File: config.mk
export PLATFORM = sky130hd
export DESIGN_NAME = hb_gate_enable
export DESIGN_NICKNAME = d
export VERILOG_FILES = /design/src/rtl/hbg_pkg.sv /design/src/rtl/hbg_sync.sv /design/src/rtl/hbg_interlock.sv /design/src/rtl/hbg_oc_latch.sv /design/src/rtl/hb_gate_enable.sv
export SDC_FILE = /design/constraint.sdc
export NUM_CORES = 1
export LEC_CHECK = 0
export CORE_MARGIN = 1
export CORE_UTILIZATION = 53
export DETAILED_ROUTE_END_ITERATION = 10
export PLACE_DENSITY = 0.82
export SYNTH_ARGS = -nofsm -noshare
export SYNTH_HDL_FRONTEND = slang
export SYNTH_SLANG_ARGS = --single-unit
File: constraint.sdc
create_clock -name clk -period 2.45 [get_ports clk]
set_input_delay 0.6125 -clock clk [delete_from_list [all_inputs] [get_ports clk]]
set_output_delay 0.6125 -clock clk [all_outputs]
set_load 0.01 [all_outputs]
File: src/rtl/hbg_pkg.sv
package hbg_pkg;

  typedef enum logic [1:0] {
    OWN_NONE = 2'd0,
    OWN_LO   = 2'd1,
    OWN_HI   = 2'd2
  } owner_e;

  typedef struct packed {
    logic en;
    logic aux_uv;
    logic bst_uv;
    logic lo_ot;
    logic hi_ot;
    logic lo_oc;
    logic hi_oc;
    logic lo_cmd;
    logic hlr_cmd;
    logic hhr_cmd;
  } hbg_in_t;

  // first-come ownership over the two ground-referenced commands
  function automatic owner_e owner_next(owner_e cur, logic lo, logic hi);
    owner_e nx;
    case (cur)
      OWN_LO:  nx = lo ? OWN_LO : (hi ? OWN_HI : OWN_NONE);
      OWN_HI:  nx = hi ? OWN_HI : (lo ? OWN_LO : OWN_NONE);
      default: nx = (lo && !hi) ? OWN_LO : ((hi && !lo) ? OWN_HI : OWN_NONE);
    endcase
    return nx;
  endfunction

  function automatic logic lo_permit(hbg_in_t s, owner_e own, logic blk);
    return s.lo_cmd && s.en && !s.aux_uv && !s.lo_ot && !blk && (own == OWN_LO);
  endfunction

  function automatic logic hlr_permit(hbg_in_t s, owner_e own, logic blk);
    return s.hlr_cmd && s.en && !s.aux_uv && !s.bst_uv && !s.lo_ot && !blk
           && (own == OWN_HI);
  endfunction

  function automatic logic hhr_permit(hbg_in_t s, logic blk);
    return s.hhr_cmd && !s.bst_uv && !s.hi_ot && !blk;
  endfunction

endpackage

File: src/rtl/hbg_sync.sv
module hbg_sync #(
  parameter int W      = 1,
  parameter int STAGES = 2
) (
  input  logic         clk,
  input  logic         rst,
  input  logic [W-1:0] d,
  output logic [W-1:0] q
);
  if (STAGES <= 1) begin : g_single
    logic [W-1:0] r;
    always_ff @(posedge clk) begin
      if (rst) r <= '0;
      else     r <= d;
    end
    assign q = r;
  end else begin : g_chain
    logic [STAGES-1:0][W-1:0] r;
    always_ff @(posedge clk) begin
      if (rst) r <= '0;
      else     r <= {r[STAGES-2:0], d};
    end
    assign q = r[STAGES-1];
  end
endmodule

File: src/rtl/hbg_interlock.sv
module hbg_interlock
  import hbg_pkg::*;
(
  input  logic   clk,
  input  logic   rst,
  input  logic   lo_cmd,
  input  logic   hi_cmd,
  output owner_e own_next,
  output owner_e own_q
);
  assign own_next = owner_next(own_q, lo_cmd, hi_cmd);

  always_ff @(posedge clk) begin
    if (rst) own_q <= OWN_NONE;
    else     own_q <= own_next;
  end
endmodule

File: src/rtl/hbg_oc_latch.sv
module hbg_oc_latch (
  input  logic clk,
  input  logic rst,
  input  logic cmd,
  input  logic oc,
  input  logic gate_q,
  output logic blk,
  output logic latch_q
);
  // an event counts only while the switch is already on
  assign blk = latch_q || (oc && gate_q);

  always_ff @(posedge clk) begin
    if (rst) latch_q <= 1'b0;
    else     latch_q <= cmd && blk;
  end
endmodule

File: src/rtl/hb_gate_enable.sv
module hb_gate_enable
  import hbg_pkg::*;
#(
  parameter int SYNC_STAGES = 2
) (
  input  logic clk,
  input  logic rst,
  input  logic en_i,
  input  logic lo_cmd_i,
  input  logic hi_cmd_lr_i,
  input  logic hi_cmd_hr_i,
  input  logic aux_uv_i,
  input  logic bst_uv_i,
  input  logic lo_ot_i,
  input  logic hi_ot_i,
  input  logic lo_oc_i,
  input  logic hi_oc_i,
  output logic lo_gate_o,
  output logic hi_gate_o
);
  localparam int IN_W = $bits(hbg_in_t);

  hbg_in_t raw, syn;
  owner_e  own_d, own_q;
  logic    lo_blk, hi_blk, lo_latch, hi_latch;
  logic    lo_on_d, hlr_on_d, hhr_on_d;
  logic    lo_q, hlr_q, hhr_q;
  logic    hi_cmd_any;

  assign raw = '{en: en_i, aux_uv: aux_uv_i, bst_uv: bst_uv_i, lo_ot: lo_ot_i,
                 hi_ot: hi_ot_i, lo_oc: lo_oc_i, hi_oc: hi_oc_i,
                 lo_cmd: lo_cmd_i, hlr_cmd: hi_cmd_lr_i, hhr_cmd: hi_cmd_hr_i};

  hbg_sync #(.W(IN_W), .STAGES(SYNC_STAGES)) u_sync (
    .clk(clk), .rst(rst), .d(raw), .q(syn)
  );

  hbg_interlock u_ilk (
    .clk(clk), .rst(rst), .lo_cmd(syn.lo_cmd), .hi_cmd(syn.hlr_cmd),
    .own_next(own_d), .own_q(own_q)
  );

  assign hi_cmd_any = syn.hlr_cmd || syn.hhr_cmd;

  hbg_oc_latch u_lo_oc (
    .clk(clk), .rst(rst), .cmd(syn.lo_cmd), .oc(syn.lo_oc), .gate_q(lo_q),
    .blk(lo_blk), .latch_q(lo_latch)
  );

  hbg_oc_latch u_hi_oc (
    .clk(clk), .rst(rst), .cmd(hi_cmd_any), .oc(syn.hi_oc), .gate_q(hi_gate_o),
    .blk(hi_blk), .latch_q(hi_latch)
  );

  always_comb begin
    lo_on_d  = lo_permit(syn, own_d, lo_blk);
    hlr_on_d = hlr_permit(syn, own_d, hi_blk);
    hhr_on_d = hhr_permit(syn, hi_blk);
  end

  always_ff @(posedge clk) begin
    if (rst) begin
      lo_q  <= 1'b0;
      hlr_q <= 1'b0;
      hhr_q <= 1'b0;
    end else begin
      lo_q  <= lo_on_d;
      hlr_q <= hlr_on_d;
      hhr_q <= hhr_on_d;
    end
  end

  assign lo_gate_o = lo_q;
  assign hi_gate_o = hlr_q || hhr_q;
endmodule

==> results.rst <==
.. list-table::
   :header-rows: 1

   * - Metric
     - Value
   * - Net count after synthesis
     - 90
   * - LEAKAGE
     - 0.391 nW
   * - Max Slew Vio Count
     - 0
   * - Termination of the worst setup path
     - hi_gate_o
   * - Final number of hold-violating endpoints
     - 0
   * - Yosys warning count
     - 0
   * - Count of H-tree levels built during CTS
     - 1
   * - Fmax
     - 0.514 GHz
   * - Residual DRC
     - 0
   * - Yosys top cell area share
     - 0.631
   * - GR Overflow Total
     - 0
   * - Synthesized area per cell
     - 11.3 um2
   * - Largest cells by area after synthesis
     - sky130_fd_sc_hd__dfxtp_1, sky130_fd_sc_hd__nor2b_1, sky130_fd_sc_hd__ha_1
   * - Setup Total Neg Slack
     - 0 ns
   * - Relative slew slack
     - 0.811
   * - Inserted Diodes
     - 0
   * - RSZ-0062 raised after global routing
     - false
   * - Kind of capture point of the worst setup path
     - primary output
   * - VDD IR-drop max
     - 0.000413 V
   * - Met2 Wirelength
     - 545 um
   * - Pin count of the biggest net entering global routing
     - 20
   * - Overall die width
     - 42.2 um
   * - End of the worst register-to-register path
     - lo_gate_o
   * - Reg-to-reg setup timing slack
     - 0.95 ns
   * - GRT Overall Usage
     - 0.147
   * - Flip-flop and latch count after synthesis
     - 27
   * - Startpoint of the worst register-to-register path
     - u_ilk.own_q[0]
   * - Post-synthesis cell area
     - 857 um2
   * - Via-to-Cell Ratio
     - 4.89
   * - Routed metal-1 wire length
     - 519 um
   * - Run status
     - completed
   * - TritonCTS clock tree
     - yes
   * - Antenna violations before repair
     - 0
   * - Post-route core utilization
     - 0.687
   * - Post-synth top area cell
     - sky130_fd_sc_hd__dfxtp_1
   * - Vias in the first global route
     - 499
   * - CP Data Arrival Time
     - 1.33 ns
   * - Number of gates given a new drive strength after cts
     - 0
   * - Number of nets in the final layout
     - 107
   * - Depth of the worst register-to-register path
     - 5
   * - Overall die height
     - 42.2 um
   * - CTS Hold Bufs
     - 0
   * - Max capacitance violation total
     - 0
   * - Clock tree buffer depth
     - 2
   * - Finish-stage setup viols
     - 0
   * - Wire length of the first global-routing pass
     - 1.96 mm
   * - Slew @ Worst Pin
     - 0.283 ns
   * - Sequential share of the synthesized area
     - 0.631
   * - Cell count after synthesis
     - 76
   * - Power density of the placed cells
     - 664 nW/um2
   * - Area inside the core boundary
     - 1510 um2
   * - Full die area
     - 1780 um2
   * - Number of buffers created by CTS
     - 3
   * - Sort of element at the start of the critical path
     - flip-flop
   * - Via count
     - 528
   * - Fraction of layout instances using a drive strength above 1
     - 0.0870
   * - Worst Setup Path Type
     - flip-flop to primary output
   * - Row Count
     - 14
   * - Setup Fix Bufs, Post-CTS
     - 0
   * - Clock transition at the register clock pins on the worst setup and hold paths after CTS
     - 0.13 ns
   * - Number of inserted filler cells in the final layout
     - 132
   * - Post-route non-filler standard cell count
     - 108
   * - Max FO, Critical Path
     - 2
   * - Minimum clock period after layout
     - 1.95 ns
   * - Worst clock skew
     - 0.00446 ns
   * - Worst min-delay path class
     - flip-flop to flip-flop
   * - Insertion delay to the later sink of the worst-skew pair
     - 0.31 ns
   * - I/O pin cnt
     - 14
   * - Launch point of the worst path
     - hhr_q
   * - Count of cell types in the netlist
     - 20
   * - Required time worst endpoint
     - 1.84 ns
   * - Final routed wire length divided by cell count
     - 10.2 um
   * - ANT nets after route
     - 0
   * - Area Overhead vs Synth
     - 20.7%
   * - DR iter-0 viols
     - 8
   * - Final RePlAce weighted congestion
     - 0.713
   * - WL met3
     - 40 um
   * - Input/output buffers
     - 13
   * - Placed insts
     - 104
   * - Number of sinks driven by the clock tree
     - 27
   * - Detailed placer's ending HPWL
     - 820 um
   * - Buffer cell driving the clock tree root
     - sky130_fd_sc_hd__clkbuf_4
   * - Final Cycle Share
     - 0.794
   * - Initial core utilization
     - 0.569
   * - Uppermost layer routed
     - met3
   * - Number of detailed-routing iterations run before antenna repair
     - 4
   * - Total Routed Length
     - 1.11 mm
==> synthesized netlist by cell type, drive strengths merged <==
cell type and count:
nor2b 21, or2 1, ha 2, dfxtp 27, o21ba 1, nand4b 1
o21a 1, o21ai 1, o32a 1, nor3b 3, nor2 5, a21oi 1
o211ai 1, nand2 1, clkbuf 2, or4 1, inv 3, nor3 3
==> layout by cell type, fill, tap and decap left out <==
| cell | instances |
|---|---|
| sky130_fd_sc_hd__a21oi_1 | 1 |
| sky130_fd_sc_hd__buf_4 | 1 |
| sky130_fd_sc_hd__clkbuf_4 | 3 |
| sky130_fd_sc_hd__clkdlybuf4s50_1 | 13 |
| sky130_fd_sc_hd__clkinv_2 | 1 |
| sky130_fd_sc_hd__dfxtp_1 | 27 |
| sky130_fd_sc_hd__ha_1 | 2 |
| sky130_fd_sc_hd__inv_1 | 3 |
| sky130_fd_sc_hd__nand2_1 | 1 |
| sky130_fd_sc_hd__nand4b_1 | 1 |
| sky130_fd_sc_hd__nor2_1 | 5 |
| sky130_fd_sc_hd__nor2b_1 | 21 |
| sky130_fd_sc_hd__nor3_1 | 2 |
| sky130_fd_sc_hd__nor3_2 | 1 |
| sky130_fd_sc_hd__nor3b_1 | 2 |
| sky130_fd_sc_hd__nor3b_2 | 1 |
| sky130_fd_sc_hd__o211ai_1 | 1 |
| sky130_fd_sc_hd__o21a_1 | 1 |
| sky130_fd_sc_hd__o21ai_1 | 1 |
| sky130_fd_sc_hd__o21ba_1 | 1 |
| sky130_fd_sc_hd__o32a_1 | 1 |
| sky130_fd_sc_hd__or2_1 | 1 |
| sky130_fd_sc_hd__or4_4 | 1 |
==> where the power goes <==
| part | internal (W) | switching (W) |
|---|---|---|
| clock network | 0.0000609 | 0.000118 |
| registers | 0.000456 | 0.00000498 |
| logic | 0.0000312 | 0.0000164 |
==> critical path, cell delays in order (launching register included) <==
cell and delay, ns:
sky130_fd_sc_hd__dfxtp_1 0.33, sky130_fd_sc_hd__or2_1 0.22, sky130_fd_sc_hd__clkdlybuf4s50_1 0.48
==> registers in the layout, indices dropped and copies added (netlist names) <==
signal / count
u_sync.q: 10
hlr_q: 1
u_lo_oc.latch_q: 1
u_hi_oc.latch_q: 1
u_sync.g_chain.r: 10
u_ilk.own_q: 2
hhr_q: 1
lo_gate_o: 1
==> cells by family after synthesis <==
group	synth area share
simple gates	0.266
compound gates	0.0526
buf+inv	0.0219
flops	0.631
fa+ha+maj	0.0292
==> through the flow <==
stage | worst slack [ns] | instance area, um2 | total power (W) | hold slack [ns]
final | 0.504 | 1030 | 0.000687 | 0.420
after floorplan | 1.14 | 857 | 0.000494 | 0.388
after global placement | 0.557 | 1010 | 0.000516 | 0.401
after global routing | 0.439 | 1030 | 0.000722 | 0.441
after CTS | 0.491 | 1030 | 0.000691 | 0.422
after detailed placement | 0.523 | 1010 | 0.000519 | 0.403
==> routing by layer <==
| metal | up-vias | GRT usage |
|---|---|---|
| met5 | - | 0 |
| met4 | 0 | 0.0563 |
| met3 | 0 | 0.0517 |
| met2 | 11 | 0.249 |
| met1 | 240 | 0.169 |
| li1 | 277 | - |
==> how the worst min path moves through the flow <==
stage	from	end	slack [ns]	cells after the start
6_report	u_sync.q[5]	hhr_q	0.42	1
5_1_grt	u_sync.q[5]	hhr_q	0.44	1
4_1_cts	u_sync.q[5]	hhr_q	0.42	1
3_5_place_dp	u_sync.q[5]	hhr_q	0.40	1
3_3_place_gp	u_sync.q[5]	hhr_q	0.40	1
2_1_floorplan	u_sync.q[5]	hhr_q	0.39	1
==> area by class of cell <==
class,instances,area (um2),share of cell area
flip-flops and latches,27,541,0.522
multi-input cells,44,298,0.288
repair buffers,14,138,0.133
clock buffers,3,22.5,0.0218
well taps,16,20.0,0.0193
inverters,3,11.3,0.0109
clock inverters,1,5.00,0.00484
Note: power is estimated with default switching activity, not from simulation.
